## config.mk

```make
export PLATFORM = sky130hd
export DESIGN_NAME = cs_pingpong
export DESIGN_NICKNAME = d
export VERILOG_FILES = /design/src/rtl/cs_pp_pkg.sv /design/src/rtl/cs_pp_seq.sv /design/src/rtl/cs_pp_bank.sv /design/src/rtl/cs_pingpong.sv
export SDC_FILE = /design/constraint.sdc
export NUM_CORES = 1
export LEC_CHECK = 0
export BUFFER_PORTS_ARGS = -buffer_cell sky130_fd_sc_hd__buf_2
export CORE_MARGIN = 4
export CORE_UTILIZATION = 61
export CTS_CLUSTER_SIZE = 28
export DETAILED_ROUTE_END_ITERATION = 8
export GPL_TIMING_DRIVEN = 0
export HOLD_SLACK_MARGIN = 0.02
export PLACE_DENSITY = 0.82
export SYNTH_ARGS = -nofsm -noshare
export SYNTH_HDL_FRONTEND = slang
export SYNTH_SLANG_ARGS = --single-unit
```

## constraint.sdc

```tcl
create_clock -name clk -period 2.36 [get_ports clk]
set_input_delay 0 -clock clk [delete_from_list [all_inputs] [get_ports clk]]
set_output_delay 0 -clock clk [all_outputs]
set_load 0.01 [all_outputs]
```

## src/rtl/cs_pp_pkg.sv

```systemverilog
`timescale 1ns/1ps
// Package: shared sizing and address map for the channel status ping-pong buffer.
// Assumes the window size is a power of two and that banks are laid out back to back.
package cs_pp_pkg;
    localparam int BYTE_W = 8;
    localparam int ADDR_W = 5;
    localparam int WIN    = 8;
    localparam int BLK    = 24;
    localparam int NCH    = 2;

    // Base address of the window that belongs to a channel.
    function automatic logic [ADDR_W-1:0] bank_base(input int ch);
        return ADDR_W'(WIN + ch * WIN);
    endfunction
endpackage

```

## src/rtl/cs_pp_seq.sv

```systemverilog
`timescale 1ns/1ps
// Module: cs_pp_seq
// Tracks the byte index within a status block, decides whether a strobe is taken,
// and drives the pair and half phase flags.
// Assumes WIN is a power of two and at least 4, and BLK is a multiple of WIN.
module cs_pp_seq #(
    parameter int WIN = 8,
    parameter int BLK = 24,
    localparam int SLOT_W = $clog2(WIN),
    localparam int CNT_W  = $clog2(BLK)
) (
    input  logic              clk,
    input  logic              rst_n,
    input  logic              byte_vld,
    input  logic              blk_start,
    output logic              wr_en,
    output logic [SLOT_W-1:0] wr_slot,
    output logic              pair_flag,
    output logic              half_flag
);
    localparam int HALF = WIN / 2;

    logic [CNT_W-1:0] idx_q;
    logic             armed_q;
    logic [CNT_W-1:0] cur;
    logic             take;
    logic             last;

    // Index of the byte on the inputs, and whether it gets stored.
    always_comb begin
        cur     = blk_start ? '0 : idx_q;
        take    = byte_vld && (blk_start || armed_q);
        last    = (cur == CNT_W'(BLK - 1));
        wr_en   = take;
        wr_slot = cur[SLOT_W-1:0];
    end

    // Byte counter and armed state: wraps after the last byte and waits for a marker.
    always_ff @(posedge clk) begin
        if (!rst_n) begin
            idx_q   <= '0;
            armed_q <= 1'b0;
        end else if (take) begin
            idx_q   <= last ? '0 : cur + CNT_W'(1);
            armed_q <= !last;
        end else if (blk_start) begin
            idx_q   <= '0;
            armed_q <= 1'b1;
        end
    end

    // Phase flags, updated from the index of each byte that is taken.
    always_ff @(posedge clk) begin
        if (!rst_n) begin
            pair_flag <= 1'b0;
            half_flag <= 1'b0;
        end else if (take) begin
            if (cur[0])
                pair_flag <= !cur[1];
            if (wr_slot == SLOT_W'(HALF - 1))
                half_flag <= 1'b0;
            else if (wr_slot == SLOT_W'(WIN - 1))
                half_flag <= 1'b1;
        end
    end


    pair_set_chk: assert property (@(posedge clk) disable iff (!rst_n)
        (take && cur[0]) |=> (pair_flag == !$past(cur[1])));


    half_hold_chk: assert property (@(posedge clk) disable iff (!rst_n)
        !take |=> $stable(half_flag));


    idle_hold_chk: assert property (@(posedge clk) disable iff (!rst_n)
        (!armed_q && !blk_start) |=> (idx_q == $past(idx_q)));


    restart_chk: assert property (@(posedge clk) disable iff (!rst_n)
        (blk_start && !byte_vld) |=> (idx_q == '0 && armed_q));
endmodule

```

## src/rtl/cs_pp_bank.sv

```systemverilog
`timescale 1ns/1ps
// Module: cs_pp_bank
// One window of WIN byte registers, written by slot and read through a combinational
// port that answers only for addresses inside its own range and only when enabled.
// Assumes BASE is aligned to WIN.
module cs_pp_bank #(
    parameter int BYTE_W = 8,
    parameter int WIN    = 8,
    parameter int ADDR_W = 5,
    parameter logic [ADDR_W-1:0] BASE = 5'h08,
    localparam int SLOT_W = $clog2(WIN)
) (
    input  logic              clk,
    input  logic              rst_n,
    input  logic              we,
    input  logic [SLOT_W-1:0] wslot,
    input  logic [BYTE_W-1:0] wdata,
    input  logic [ADDR_W-1:0] rd_addr,
    input  logic              rd_en,
    output logic [BYTE_W-1:0] rd_data
);
    logic [BYTE_W-1:0] mem [WIN];
    logic              hit;

    // Byte storage, cleared by reset.
    always_ff @(posedge clk) begin
        if (!rst_n) begin
            for (int i = 0; i < WIN; i++) mem[i] <= '0;
        end else if (we) begin
            mem[wslot] <= wdata;
        end
    end

    // Range decode and read of one byte.
    always_comb begin
        hit     = rd_en && (rd_addr[ADDR_W-1:SLOT_W] == BASE[ADDR_W-1:SLOT_W]);
        rd_data = hit ? mem[rd_addr[SLOT_W-1:0]] : '0;
    end


    store_chk: assert property (@(posedge clk) disable iff (!rst_n)
        we |=> (mem[$past(wslot)] == $past(wdata)));
endmodule

```

## src/rtl/cs_pingpong.sv

```systemverilog
`timescale 1ns/1ps
// Module: cs_pingpong
// Top of the channel status ping-pong buffer. One sequencer drives one bank per channel.
// Bank B is written and readable only in dual mode. The read data is the OR of the
// bank outputs, because at most one bank answers for any address.
module cs_pingpong #(
    parameter int BYTE_W = cs_pp_pkg::BYTE_W,
    parameter int ADDR_W = cs_pp_pkg::ADDR_W,
    parameter int WIN    = cs_pp_pkg::WIN,
    parameter int BLK    = cs_pp_pkg::BLK
) (
    input  logic              clk,
    input  logic              rst_n,
    input  logic              byte_vld,
    input  logic [BYTE_W-1:0] byte_a,
    input  logic [BYTE_W-1:0] byte_b,
    input  logic              blk_start,
    input  logic              dual_mode,
    input  logic [ADDR_W-1:0] rd_addr,
    output logic [BYTE_W-1:0] rd_data,
    output logic              pair_flag,
    output logic              half_flag
);
    localparam int NCH    = cs_pp_pkg::NCH;
    localparam int SLOT_W = $clog2(WIN);

    logic              wr_en;
    logic [SLOT_W-1:0] wr_slot;
    logic [BYTE_W-1:0] wdata  [NCH];
    logic [BYTE_W-1:0] part   [NCH];

    assign wdata[0] = byte_a;
    assign wdata[1] = byte_b;

    cs_pp_seq #(.WIN(WIN), .BLK(BLK)) u_seq (
        .clk(clk), .rst_n(rst_n), .byte_vld(byte_vld), .blk_start(blk_start),
        .wr_en(wr_en), .wr_slot(wr_slot), .pair_flag(pair_flag), .half_flag(half_flag)
    );

    for (genvar ch = 0; ch < NCH; ch++) begin : g_bank
        logic ch_on;
        assign ch_on = (ch == 0) || dual_mode;
        cs_pp_bank #(
            .BYTE_W(BYTE_W), .WIN(WIN), .ADDR_W(ADDR_W),
            .BASE(cs_pp_pkg::bank_base(ch))
        ) u_bank (
            .clk(clk), .rst_n(rst_n), .we(wr_en && ch_on), .wslot(wr_slot),
            .wdata(wdata[ch]), .rd_addr(rd_addr), .rd_en(ch_on), .rd_data(part[ch])
        );
    end

    // Merge the bank outputs into the read port.
    always_comb begin
        rd_data = '0;
        for (int i = 0; i < NCH; i++) rd_data = rd_data | part[i];
    end


    single_b_zero_chk: assert property (@(posedge clk) disable iff (!rst_n)
        (!dual_mode && rd_addr >= ADDR_W'(2*WIN) && rd_addr < ADDR_W'(3*WIN)) |-> (rd_data == '0));
endmodule

```

After elaboration in Yosys (flattened, before gate mapping). Memory sizes are Yosys's and may differ from the RTL's. Index checks and enable logic that the tools add are counted.

Bits in registers: 8. Memory bits (writable): 128. Output and inout port bits: 10. Memories kept: 2.

Memories: g_bank[0].u_bank.mem (words 8, width 8, read ports 1, clocked after memory_dff 0, write ports 8, line cs_pp_bank.sv:22) `logic [BYTE_W-1:0] mem [WIN];`; g_bank[1].u_bank.mem (words 8, width 8, read ports 1, clocked after memory_dff 0, write ports 8, line cs_pp_bank.sv:22).

$add $sub $neg: 1. Equal/unequal tests: 5. Muxes and demuxes: 22. Bitwise operators: 1. Reductions and logical operators: 12.

Operator list (count): two-way mux 8 bit (4); OR reduction 8 bit (2); two-way mux 5 bit (3); two-way mux 1 bit (13); bitwise OR 8 bit (1); two-way mux 3 bit (2); adder 5 x 1 -> 5 bit, second input constant (1); == test 5 bit, second input constant (1); AND reduction 2 bit (2); nonzero test 2 bit (2); == test 3 x 2 -> 1 bit, second input constant (1); == test 3 bit, second input constant (1); logical AND 1 bit (3); == test 2 x 1 -> 1 bit, second input constant (1); == test 2 bit, second input constant (1); zero test 1 bit (2); logical OR 1 bit (1).

Logic depth before layout (Yosys ltp).
Word-level depth: 8. Depth in mapped cells: 7. Depth with buffers taken out: 4.

By module. Synthesis repeated with hierarchy kept, for this count alone.

Cell total of the unflattened synthesis: 491. Area total of the unflattened synthesis: 6652.6 um^2.

Modules (own cells, without submodules): cs_pp_bank (instances 2, cells an instance 218, area an instance 3081.7 um^2, sequential area each 1921.8 um^2); cs_pp_seq (instances 1, cells an instance 45, area an instance 429.2 um^2, sequential area each 160.2 um^2); cs_pingpong (instances 1, cells an instance 10, area an instance 60.1 um^2, sequential area each 0.0 um^2).

Least setup slack after synthesis. No wires, ideal clock.

Path kind: reg-to-reg. From: register u_seq.idx_q[1]. To: memory g_bank[0].u_bank.mem[0][0] (enable). Data arrival time: 1.465 ns. Required time: 1.976 ns. Path slack: 0.511 ns. Stages on the path, launching flop included: 5. Path buffers: 1. Period minus slack after synthesis: 1.849 ns. Path through: dfxtp_1 > clkbuf_2 > nor3b_1 > o211ai_1 > o21ai_0.

RTL lines: start: declaration (line cs_pp_seq.sv:23) `logic [CNT_W-1:0] idx_q;`; start signal: assignment (line cs_pp_seq.sv:44) `idx_q <= last ? '0 : cur + CNT_W'(1);`; end: declaration (line cs_pp_bank.sv:22).

==> flow_summary.toml <==
[outcome]
status = "finished, violations left"
violations = "setup timing"

[power]
p_leak_nw = 2.987
switching_power_mw = 1.229
power.internal_mw = 4.141
p_sw_share_pct = 22.88
peakVddDrop_mv = 0.4717
pwr-share-clk_pct = 40.9
power_density_mw_per_mm2 = 716.6
combPwrFrac_pct = 7.9
seq_power_share_pct = 51.2

[grt]
grt_pass1_vias = 4310
met1_usage_pct = 36.68
met3_usage_pct = 7.369
grt.total_usage_pct = 26.22
grt_max_degree = 17
busiest_layer = "met2"
grt_pass1_wl_mm = 24.27
met2_usage_pct = 39.77
gr-total-overflow = 0
antenna_found_initial = 0

[clocking]
worstSkewPairLatency_ns = 0.53
cts.sinks = 136
clk_pin_slew_worst_paths_ns = 0.06
root_buffer = "clkbuf_8"
clk_path_buf_depth = 2
cts_made_buffers = 17
h-tree-depth = 4
cts_tree = "yes"

[cells_and_area]
area_delta_synth_final_pct = 16.29
final_area_mm2 = 0.007492
diodes = 0
nets = 571
final_cells = 693
layout-drive-gt1-share_pct = 19.03

[placed_design]
io_buffers = 33
place_congestion = 0.8830
place_hpwl_mm = 10.32
dpl.cell_count = 642
placed_area_mm2 = 0.006778

[routing]
drc_errors = 0
finalWirelength_mm = 15.20
dr_total_vias = 4307
wire_per_inst_um = 21.93
via_per_inst = 6.215
drt_pre_antenna_iters = 5
final_antenna_net_count = 0
drt_iter0_markers = 622

[worst_setup_path]
crit_path_max_fanout = 9
critPathLaunchType = "flop"
end_kind = "flop"
arrival_ns = 2.55
worst_path_dominant_cell_family = "simple AND/OR/NAND/NOR gates"
path_class = "flop to flop"
cp.buffers_inverters = 1
critPathMaxStageDelay_ns = 0.81
cpMaxStageDelayCell = "nor4_2"
worstPathRequired_ns = 2.53
crit_chain = "clkbuf_2, nand3b_1, nor4_2, nand2b_1"

[yosys]
synth-edff-count = 128
synth_ff_type = "edfxtp_1"
yosysTopAreaCellShare_pct = 59.66
synthDistinctLibCells = 43
synth.avg_cell_area_um2 = 13.62
synth_top_cell_by_area = "edfxtp_1"
yosys-top-cells-area = "edfxtp_1 (60%), and2_1 (8.5%), mux4_2 (5.6%)"
syn_area_mm2 = 0.006442
yosys_warnings = 0
syn-num-nets = 499
synth-seq-area-share_pct = 62.15
async_flop_share_pct = 0
syn_inst = 473
synth_seq_cells = 136

[floorplan]
dieArea_mm2 = 0.01227
initial_core_util_pct = 62.40
std_cell_rows = 37
coreArea_mm2 = 0.01032
die_y_um = 110.8
fp.dieW_um = 110.8
ios = 36

[timing]
rsz0062_at_grt = "yes"
tightest_slew_ns = 1.018
finalSetupViolCount = 8
fin_skew_ns = 0.006362
final_max_slew_viol_count = 0
finalHoldViolCount = 0
period_share_pct = 100.8
slew_headroom_pct = 31.58
setup_ws_ns = -0.01963
min_period_ns = 2.380
fmax_ghz = 0.4202

[worst_hold_path]
hold_path.class = "primary input to flop"

[flow_run]
cap_violations = 0
## repair_timing
action,CTS,global route
endpoints found under the hold margin,135,0
gates resized for setup,8,6
hold buffers,19,0
pin swaps,1,0
buffers inserted,1,0
setup endpoints to repair,58,80
## cells in the mapped netlist (all sizes together) (2+ instances only)
cell,n
a21boi,3
a21oi,4
a22oi,20
a311oi,2
and2,89
and3,43
and3b,3
buf,13
clkbuf,19
dfxtp,8
edfxtp,128
inv,2
mux2i,32
mux4,16
nand2,21
nand2b,12
nand3,13
nand4,2
nor2,10
nor2b,4
nor3,4
nor4,3
o2111ai,2
o211ai,7
o21ai,3
xor2,2
## power by group through the flow
stage	clock network (mW)	logic, mW	registers [mW]
6_report	2.19	0.427	2.75
5_1_grt	2.32	0.458	2.75
4_1_cts	2.19	0.420	2.75
3_5_place_dp	0	0.391	2.80
3_3_place_gp	0	0.382	2.79
2_1_floorplan	0	0.237	2.79
## logic make-up after synthesis
family | share of synthesized area [%]
compound gates | 5.030
xor+xnor | 0.2719
buf+inv | 2.389
flops | 62.15
mux | 10.57
simple gates | 19.60
## routing by layer
metal,vias up,wire length (um)
met5,-,0
met4,0,306
met3,27,1577
met2,242,7332
met1,2114,5982
li1,1924,-
## worst paths after layout
path | start | end | slack (ns) | cells after the start
worst max-delay path | u_seq.idx_q[1]$_SDFF_PN0_ | g_bank[0].u_bank.mem[2][7]$_SDFFCE_PN0P_ | -0.02 | 4
worst min register to register | u_seq.idx_q[4]$_SDFF_PN0_ | u_seq.idx_q[4]$_SDFF_PN0_ | 0.50 | 2
worst max register to register | u_seq.idx_q[1]$_SDFF_PN0_ | g_bank[0].u_bank.mem[2][7]$_SDFFCE_PN0P_ | -0.02 | 4
worst min-delay path | dual_mode | g_bank[1].u_bank.mem[4][7]$_SDFFCE_PN0P_ | 0.21 | 3
## metrics by stage
step | TNS, ns | worst slack [ns] | power [mW] | hold WS, ns | util (%)
2_1_floorplan | 0 | 0.5110 | 3.023 | 0.1982 | -
3_3_place_gp | -2.899 | -0.1953 | 3.173 | 0.3837 | 65.65
3_5_place_dp | -8.467 | -0.4684 | 3.188 | 0.3923 | 65.65
4_1_cts | 0 | 0.006290 | 5.363 | 0.2030 | 72.46
5_1_grt | -3.477 | -0.1490 | 5.535 | 0.2089 | 72.57
6_report | -0.1312 | -0.01963 | 5.369 | 0.2061 | 72.57
## state kept, by name, summed over array words and instances (netlist names)
register and count:
u_seq.half_flag 1, g_bank.u_bank.mem 128, u_seq.idx_q 5, u_seq.pair_flag 1
u_seq.armed_q 1
## layout make-up
cell class | count | area [um^2]
Sequential cell | 136 | 4004
Buffer | 32 | 148.9
Inverter | 2 | 7.507
Clock inverter | 11 | 60.06
Timing Repair Buffer | 53 | 362.8
Tap cell | 136 | 170.2
Fill cell | 662 | 2831
Multi-Input combinational cell | 303 | 2313
Clock buffer | 20 | 425.4
## worst register-to-register path: stages (launching register included)
cell and delay, ns:
dfxtp_1 0.31, clkbuf_2 0.17, nand3b_1 0.21, nor4_2 0.81
nand2b_1 0.52
## placed cells by master (no fill, tap or decap), drive strengths merged, types with 3 or more instances in the layout
cell type    synthesis  final
edfxtp             128    128
and2                89     89
buf                 13     47
and3                43     43
clkbuf              19     39
mux2i               32     32
nand2               21     21
a22oi               20     20
dlygate4sd3          0     19
mux4                16     16
nand3               13     13
nand2b              12     12
nor2                10     10
dfxtp                8      8
clkinv               0      8
o211ai               7      7
nor2b                4      4
a21oi                4      4
nor3                 4      4
and3b                3      3
a21boi               3      3
clkinvlp             0      3
nor4                 3      3
o21ai                3      3
Power figures use the tool's default switching activity.
